==> config.mk <==
export PLATFORM = sky130hd
export DESIGN_NAME = proto_weight_gen
export DESIGN_NICKNAME = d
export VERILOG_FILES = /design/src/rtl/proto_weight_gen.sv
export SDC_FILE = /design/constraint.sdc
export NUM_CORES = 1
export LEC_CHECK = 0
export BUFFER_PORTS_ARGS = -buffer_cell sky130_fd_sc_hd__buf_2
export CAP_MARGIN = 10
export CORE_UTILIZATION = 35
export CTS_BUF_LIST = sky130_fd_sc_hd__clkbuf_4
export CTS_CLUSTER_DIAMETER = 200
export CTS_CLUSTER_SIZE = 12
export DETAILED_ROUTE_END_ITERATION = 16
export SLEW_MARGIN = 15
export SYNTH_ARGS = -nofsm -noshare
export SYNTH_HDL_FRONTEND = slang
export SYNTH_SLANG_ARGS = --single-unit
==> constraint.sdc <==
create_clock -name clk -period 10.5 [get_ports clk]
set_input_delay 0.525 -clock clk [delete_from_list [all_inputs] [get_ports clk]]
set_output_delay 0.525 -clock clk [all_outputs]
set_load 0.02 [all_outputs]
==> src/rtl/proto_weight_gen.sv <==
module proto_weight_gen #(
  parameter int DIM     = 8,
  parameter int EMB_W   = 8,
  parameter int ACC_W   = 18,
  parameter int W_W     = 4,
  parameter int B_W     = 15,
  parameter int CLS_W   = 4,
  parameter int SHOT_W  = 3,
  parameter int SCALE_W = 4,
  parameter int SHIFT_W = 4,
  localparam int COL_W  = $clog2(DIM)
) (
  input  logic                    clk,
  input  logic                    rst_n,
  input  logic                    emb_valid,
  input  logic                    emb_last,
  input  logic signed [EMB_W-1:0] emb_data,
  input  logic [CLS_W-1:0]        cls_in,
  input  logic [SHOT_W-1:0]       cfg_shots,
  input  logic [SCALE_W-1:0]      cfg_scale,
  input  logic [SHIFT_W-1:0]      cfg_kshift,
  input  logic                    cfg_l2,
  input  logic                    cfg_cont,
  output logic                    w_we,
  output logic [CLS_W-1:0]        w_row,
  output logic [COL_W-1:0]        w_col,
  output logic signed [W_W-1:0]   w_data,
  output logic                    b_we,
  output logic [CLS_W-1:0]        b_row,
  output logic signed [B_W-1:0]   b_data,
  output logic                    done
);
  localparam int PROD_W = ACC_W + SCALE_W + 1;
  localparam logic signed [PROD_W-1:0] QMAX = PROD_W'(2 ** (W_W - 1) - 1);
  localparam logic signed [PROD_W-1:0] QMIN = -QMAX - PROD_W'(1);
  localparam logic [ACC_W-1:0] HALF_LIM = ACC_W'(2 ** (B_W - 1));

  typedef enum logic [1:0] {S_ACC, S_WR, S_BIAS} st_t;
  st_t st;

  logic signed [ACC_W-1:0] acc [DIM];
  logic [COL_W:0]          beat;
  logic [SHOT_W-1:0]       shot;
  logic [COL_W-1:0]        wcol;
  logic [CLS_W-1:0]        row, ptr;
  logic [ACC_W-1:0]        sq;

  wire [SHOT_W-1:0] last_shot = (cfg_shots == '0) ? '0 : cfg_shots - SHOT_W'(1);
  wire take       = (st == S_ACC) && emb_valid;
  wire final_beat = take && emb_last && (shot == last_shot);
  wire last_col   = (wcol == COL_W'(DIM - 1));
  wire class_end  = ((st == S_WR) && last_col && !cfg_l2) || (st == S_BIAS);

  for (genvar g = 0; g < DIM; g++) begin : g_acc
    always_ff @(posedge clk or negedge rst_n) begin
      if (!rst_n) acc[g] <= '0;
      else if (class_end) acc[g] <= '0;
      else if (take && beat == (COL_W+1)'(g))
        acc[g] <= acc[g] + ACC_W'(emb_data);
    end
  end

  logic signed [ACC_W-1:0]  acc_sel;
  logic signed [PROD_W-1:0] acc_x, scl_x, prod, shr;
  logic signed [W_W-1:0]    q;
  logic signed [2*W_W-1:0]  q2;

  assign acc_sel = acc[wcol];
  assign acc_x   = PROD_W'(acc_sel);
  assign scl_x   = $signed({{(ACC_W+1){1'b0}}, cfg_scale});
  assign prod    = acc_x * scl_x;
  assign shr     = prod >>> cfg_kshift;
  assign q       = (shr > QMAX) ? W_W'(QMAX) : (shr < QMIN) ? W_W'(QMIN) : shr[W_W-1:0];
  assign q2      = q * q;

  wire [ACC_W-1:0] half = {1'b0, sq[ACC_W-1:1]};
  wire [ACC_W-1:0] neg  = ~half + ACC_W'(1);

  always_ff @(posedge clk or negedge rst_n) begin
    if (!rst_n) begin
      st   <= S_ACC;
      beat <= '0;
      shot <= '0;
      wcol <= '0;
      row  <= '0;
      sq   <= '0;
      done <= 1'b0;
    end else begin
      done <= class_end;
      case (st)
        S_ACC: if (take) begin
          if (emb_last) begin
            beat <= '0;
            shot <= (shot == last_shot) ? '0 : shot + SHOT_W'(1);
          end else if (beat != (COL_W+1)'(DIM)) begin
            beat <= beat + (COL_W+1)'(1);
          end
          if (final_beat) begin
            st   <= S_WR;
            row  <= cfg_cont ? ptr : cls_in;
            wcol <= '0;
            sq   <= '0;
          end
        end
        S_WR: begin
          sq   <= sq + {{(ACC_W-2*W_W){1'b0}}, q2};
          wcol <= wcol + COL_W'(1);
          if (last_col) st <= cfg_l2 ? S_BIAS : S_ACC;
        end
        default: st <= S_ACC;
      endcase
    end
  end

  always_ff @(posedge clk or negedge rst_n) begin
    if (!rst_n) ptr <= '0;
    else if (!cfg_cont) ptr <= '0;
    else if (class_end) ptr <= ptr + CLS_W'(1);
  end

  assign w_we   = (st == S_WR);
  assign w_row  = row;
  assign w_col  = wcol;
  assign w_data = q;
  assign b_we   = (st == S_BIAS);
  assign b_row  = row;
  assign b_data = (half >= HALF_LIM) ? {1'b1, {(B_W-1){1'b0}}} : neg[B_W-1:0];
endmodule

==> results.ini, run 1 <==
[routing]
post_route_ant_nets=0
detailedRoute.firstPassIterationCount=5
met2WireLength_mm=25.4
route.vias.total=16800
routed_wl_mm=53.0
initialDrtViolationCount=1025
detail_route.wl_per_cell_um=17.2
route.detailed.vias_per_inst=5.46
drc_errors=0
routed-wl-met3_mm=1.44
dr.max_layer_used=met4
met1_length_mm=24.7

[synth]
synth_top_area_cell=dfrtp_1
post_synth_num_cell_types=90
netlist_area_um2=19500
ys_async_sr_fraction_pct=100
syn_inst=2255
post_synth.cell_area_avg_um2=8.65
synthTopCellsByArea=dfrtp_1 23%, ha_1 13%, fa_1 5.3%
synth.top_cell.area_share_pct=23.5
synth_seq_cells=183
seq_area_frac_synth_pct=23.5
synth_enable_flop_cells=0
synth_ff_type=dfrtp_1
synth.net_count=2545
yosys_warnings=0

[timing]
worst_slew_pin_slew_ps=1160
fmax_ghz=0.0994
maxSlewHeadroom_pct=22.6
final_min_period_over_clock_period_pct=95.8
final.min_clock_period_ps=10060
timing.final.max_slew_violations=0
finalSetupViolCount=0
fin_worst_skew_ps=23.6
report.final.hold_viol_count=0
setup_tns_ps=0

[worst_hold_path]
hold_path_class=input port to register
min_path_cells=2
min_delay_worst_endpoint=beat[0]
hold_start=emb_last

[place]
io_buffers=61
dp_hpwl_mm=40.1
post-place-cells=3030
finalWeightedCongestion=0.894
placement_cell_area_um2=20900

[layout]
most-common-layout-cells=202 x ha_1, 194 x o21ai_0, 181 x dfrtp_1
stdcell_area_um2=21800
layout.cells.most_common=ha_1
drive_gt1_share_pct=13.8
fillers=5576
design.final.nets=2609
area_growth_pct=11.6
finalCoreUtilization_pct=39.6
multiInputGateArea_um2=14300
final_cell_count_no_fill=3080
final-seq-area_um2=4580

[critical_path]
worst_reg_to_reg_cells=39
arrival_ps=10650
startpoint_type=register
r2r_end=sq[12]
cp_slowest_stage_delay_ps=580
cpMaxStageDelayCell=fa_1
critical_path.endpoint_type=register
crit_required_ps=11090
cell_type_with_the_highest_occurrence_count_on_the_critical_path=fa_1
critical_path.reg2reg.startpoint=w_col[0]
path_class=register to register
reg2reg_slack_ps=440
crit_path_max_fanout=7

[die]
design.core.area_um2=55100
die_h_um=238
floorplan.initialDensity_pct=35.4
floorplan_die_area_um2=56700
design.portCount=62
row_count=86
chipWidth_um=238

[clocking]
cts-htree-levels=4
cts_inserted_buffers=17
worst_skew_pair.late_latency_ps=660
cts.path.max_buffers=2
cts.sink_count=183
tritoncts=built
worst_setup_hold_path_clk_slew_ps=160
cts.root.buffer_cell=clkbuf_4

[grt]
number_of_antenna_violations_at_the_first_check_in_global_routing=1
groute.usage.overall_pct=18.7
grt_pass1_vias=16500
global_route_wire_length_before_repair_mm=86.3
grt_max_degree=111
grt-ovfl-total=0

[status]
status=finished clean

[job]
max-cap-violations=0

-- flip-flops by register name, summed over array words and instances, names as in the netlist --
signal  flops
acc       144
sq         18
b_row       4
beat        4
ptr         4
shot        3
w_col       3
st          2
done        1
-- cell usage after synthesis (6+ instances only) --
master,instances
and3_1,26
clkbuf_1,71
o22ai_1,8
a211oi_1,10
nor2b_1,60
a21oi_1,156
nand2b_1,25
o211ai_1,23
ha_1,209
a211o_1,7
nor4_1,8
nand3_1,179
buf_2,12
buf_1,12
a21o_1,54
and2_1,21
nand4_1,10
o21bai_1,49
o21ai_1,6
fa_1,52
a22o_1,6
a31oi_1,22
o21a_1,17
o21ai_0,197
a22oi_1,6
mux2i_1,33
mux4_2,39
xor2_1,71
nor2_1,98
inv_1,157
mux2_2,7
buf_4,7
a31o_2,11
nor3b_1,8
xnor2_1,99
dfrtp_1,183
nand2_1,132
nor3_1,35
or3_1,13
o31ai_1,13
-- metal layers --
| metal | vias to the layer above | global-route usage [%] |
|---|---|---|
| met5 | - | 0 |
| li1 | 8278 | - |
| met3 | 62 | 1.82 |
| met4 | 0 | 5.85 |
| met2 | 289 | 32.1 |
| met1 | 8189 | 24.8 |
-- worst max path at each step --
stage | endpoint | startpoint | slack (ps) | cells past startpoint
detailed placement | sq[12] | w_col[0] | 4 | 38
floorplan | sq[12] | w_col[0] | 60 | 40
global route | sq[10] | w_col[0] | -90 | 42
finish | sq[12] | w_col[0] | 440 | 39
global placement | sq[12] | w_col[0] | -10 | 38
CTS | sq[12] | w_col[0] | 40 | 39
-- worst max-delay path: cells and delay by family (launching register included) --
kind                       cells  cell delay [ps]
buffers and inverters          6              610
and+or+nand+nor               10             2180
xor gates and xnor gates       2              280
adders and majority gates      9             3620
DFF                            1              410
muxes                          2              890
AOI/OAI and AO/OA             10             1970
-- layout make-up --
type                    instances  area share, %
diodes                          2         0.0230
clock buffers                  18          0.620
clock inverters                12          0.597
inverters                     160           2.76
multi-input cells            1809           65.7
flip-flops and latches        183           21.0
well taps                     748           4.30
repair buffers                148           4.92
-- kinds of logic after synthesis --
kind of cell             count (synthesis)  share of synthesized area, %
buffers and inverters                  263                          5.28
multiplexers                            81                          6.75
flip-flops                             183                          23.5
adder cells (fa/ha/maj)                261                          18.7
AO/OA/AOI/OAI                          647                          21.1
XOR/XNOR                               172                          7.85
AND/OR/NAND/NOR                        648                          16.9
-- through the flow --
stage / hold slack (ps) / setup slack, ps
2_1_floorplan: 229 / 60.1
3_3_place_gp: 472 / -12.7
3_5_place_dp: 475 / 4.18
4_1_cts: 30.6 / 36.9
5_1_grt: 74.4 / -90.5
6_report: 95.4 / 439
-- timing repair --
item / 4_1_cts / 5_1_grt
hold buffers: 1 / 0
buffers inserted: 0 / 15
hold endpoints to repair: 44 / 0
endpoints found under the setup margin: 7 / 11
pin swaps: 0 / 14
gates cloned: 0 / 2
resized for setup: 2 / 78
Power of run 1 is left out: the tool's default activity adds up to more than one toggle a clock period on the data nets, which glitch-free logic cannot reach.
==> run 2, diff against run 1 <==
--- a/config.mk
+++ b/config.mk
@@ -12,6 +12,7 @@
 export CTS_CLUSTER_DIAMETER = 200
 export CTS_CLUSTER_SIZE = 12
 export DETAILED_ROUTE_END_ITERATION = 16
+export RECOVER_POWER = 25
 export SLEW_MARGIN = 15
 export SYNTH_ARGS = -nofsm -noshare
 export SYNTH_HDL_FRONTEND = slang
==> results.ini, run 2 (same netlist as run 1, synthesis figures left out) <==
[die]
design.core.area_um2=55100  ; unchanged
die_h_um=238  ; unchanged
floorplan_die_area_um2=56700  ; unchanged
chipWidth_um=238  ; unchanged
floorplan.initialDensity_pct=35.4  ; unchanged
row_count=86  ; unchanged
design.portCount=62  ; unchanged

[layout]
drive_gt1_share_pct=13.7  ; was 13.8%
finalCoreUtilization_pct=39.5  ; was 39.6%
registers.top_by_ff_count=acc  ; unchanged
final_cell_count_no_fill=3080  ; unchanged
largest_register_ff_count=144  ; unchanged
design.final.nets=2609  ; unchanged
area_growth_pct=11.6  ; about the same
most-common-layout-cells=202 x ha_1, 194 x o21ai_0, 181 x dfrtp_1  ; unchanged
layout.cells.most_common=ha_1  ; unchanged
biggestRegsByFlops=acc: 144 flops, sq: 18 flops  ; unchanged

[clocking]
cts.sink_count=183  ; unchanged
cts-htree-levels=4  ; unchanged
tritoncts=built  ; unchanged
cts_inserted_buffers=17  ; unchanged
cts.path.max_buffers=2  ; unchanged
cts.root.buffer_cell=clkbuf_4  ; unchanged
worst_skew_pair.late_latency_ps=660  ; about the same
worst_setup_hold_path_clk_slew_ps=160  ; about the same

[timing]
timing.final.max_slew_violations=111  ; was 0
fmax_ghz=0.0994  ; about the same
worst_slew_pin_slew_ps=6280  ; was 1160 ps
setup_tns_ps=0  ; unchanged
final_min_period_over_clock_period_pct=95.8  ; about the same
maxSlewHeadroom_pct=-319  ; was 22.6%
report.final.hold_viol_count=0  ; unchanged
final.min_clock_period_ps=10060  ; about the same
finalSetupViolCount=0  ; unchanged
fin_worst_skew_ps=23.6  ; unchanged

[grt]
grt_pass1_vias=16500  ; unchanged
grt-ovfl-total=0  ; unchanged
groute.usage.overall_pct=18.7  ; unchanged
number_of_antenna_violations_at_the_first_check_in_global_routing=1  ; unchanged
grt_max_degree=111  ; unchanged
global_route_wire_length_before_repair_mm=86.3  ; unchanged

[critical_path]
cpMaxStageDelayCell=fa_1  ; unchanged
critical_path.reg2reg.startpoint=w_col[0]  ; unchanged
cell_type_with_the_highest_occurrence_count_on_the_critical_path=fa_1  ; unchanged
timing.critical_path.from=w_col[0]  ; unchanged
crit_path_max_fanout=7  ; unchanged
arrival_ps=10650  ; about the same
critical_path.endpoint_type=register  ; unchanged
critical_path.top_delay_family=adder cells  ; unchanged
crit_buf_inv=6  ; unchanged
startpoint_type=register  ; unchanged
cp_slowest_stage_delay_ps=580  ; about the same
path_class=register to register  ; unchanged
crit_required_ps=11090  ; about the same

[status]
status=complete, but fails checks  ; was finished clean
failing_checks=max-capacitance violations, max-slew violations

[routing]
post_route_ant_nets=0  ; unchanged
route.detailed.vias_per_inst=5.46  ; about the same
detail_route.wl_per_cell_um=17.2  ; about the same
routed_wl_mm=53.0  ; about the same
initialDrtViolationCount=1025  ; unchanged
route.vias.total=16800  ; about the same
detailedRoute.firstPassIterationCount=5  ; unchanged
drc_errors=0  ; unchanged

[place]
post-place-cells=3030  ; unchanged
io_buffers=61  ; unchanged
finalWeightedCongestion=0.894  ; unchanged
dp_hpwl_mm=40.1  ; unchanged

[job]
max-cap-violations=1  ; was 0

[worst_hold_path]
hold_start=emb_last  ; unchanged
hold_path_class=input port to register  ; unchanged

-- run 2: changes by cell type in the layout (fill, tap and decap cells not counted) --
cell,change
clkbuf_1,+1
clkbuf_8,-1
-- run 2: layer usage --
metal	GRT usage [%]	up-vias	part of all wire (%)
li1	-	8278	-
met5	0	-	0
met3	1.82	62	2.7
met4	5.85	0	2.9
met1	24.8	8192	47
met2	32.1	289	48
-- run 2: timing repair --
item | CTS | global route
hold endpoints to repair | 44 | 0
setup buffers | 0 | 15
pin swaps | 0 | 14
cloned | 0 | 2
endpoints found under the setup margin | 7 | 11
resized for setup | 2 | 78
hold buffers | 1 | 0
-- run 2: area by class of cell --
| class | instances | area [um^2] |
|---|---|---|
| Multi-Input combinational cell | 1809 | 14300 |
| Inverter | 160 | 601 |
| Clock buffer | 18 | 135 |
| Antenna cell | 2 | 5.00 |
| Sequential cell | 183 | 4580 |
| Clock inverter | 12 | 130 |
| Timing Repair Buffer | 148 | 1060 |
| Fill cell | 5577 | 33300 |
| Tap cell | 748 | 936 |
-- run 2: through the flow --
stage          cell area (um^2)  hold WS [ps]  setup slack, ps
2_1_floorplan             19500           229             60.1
3_5_place_dp              20900           475             4.18
5_1_grt                   21800          74.4            -90.5
6_report                  21800          95.4              440
3_3_place_gp              20900           472            -12.7
4_1_cts                   21200          30.6             36.9
-- run 2: worst paths after layout --
path / endpoint / slack, ps / cells after the start
min in group asynchronous: acc[55] / 2760 / 2
max in group asynchronous: w_col[1] / 3430 / 2
hold / removal: beat[0] / 100 / 2
setup / recovery: sq[12] / 440 / 39
setup reg to reg: sq[12] / 440 / 39
hold reg to reg: acc[107] / 500 / 1
Power of run 2 is left out for the same reason.
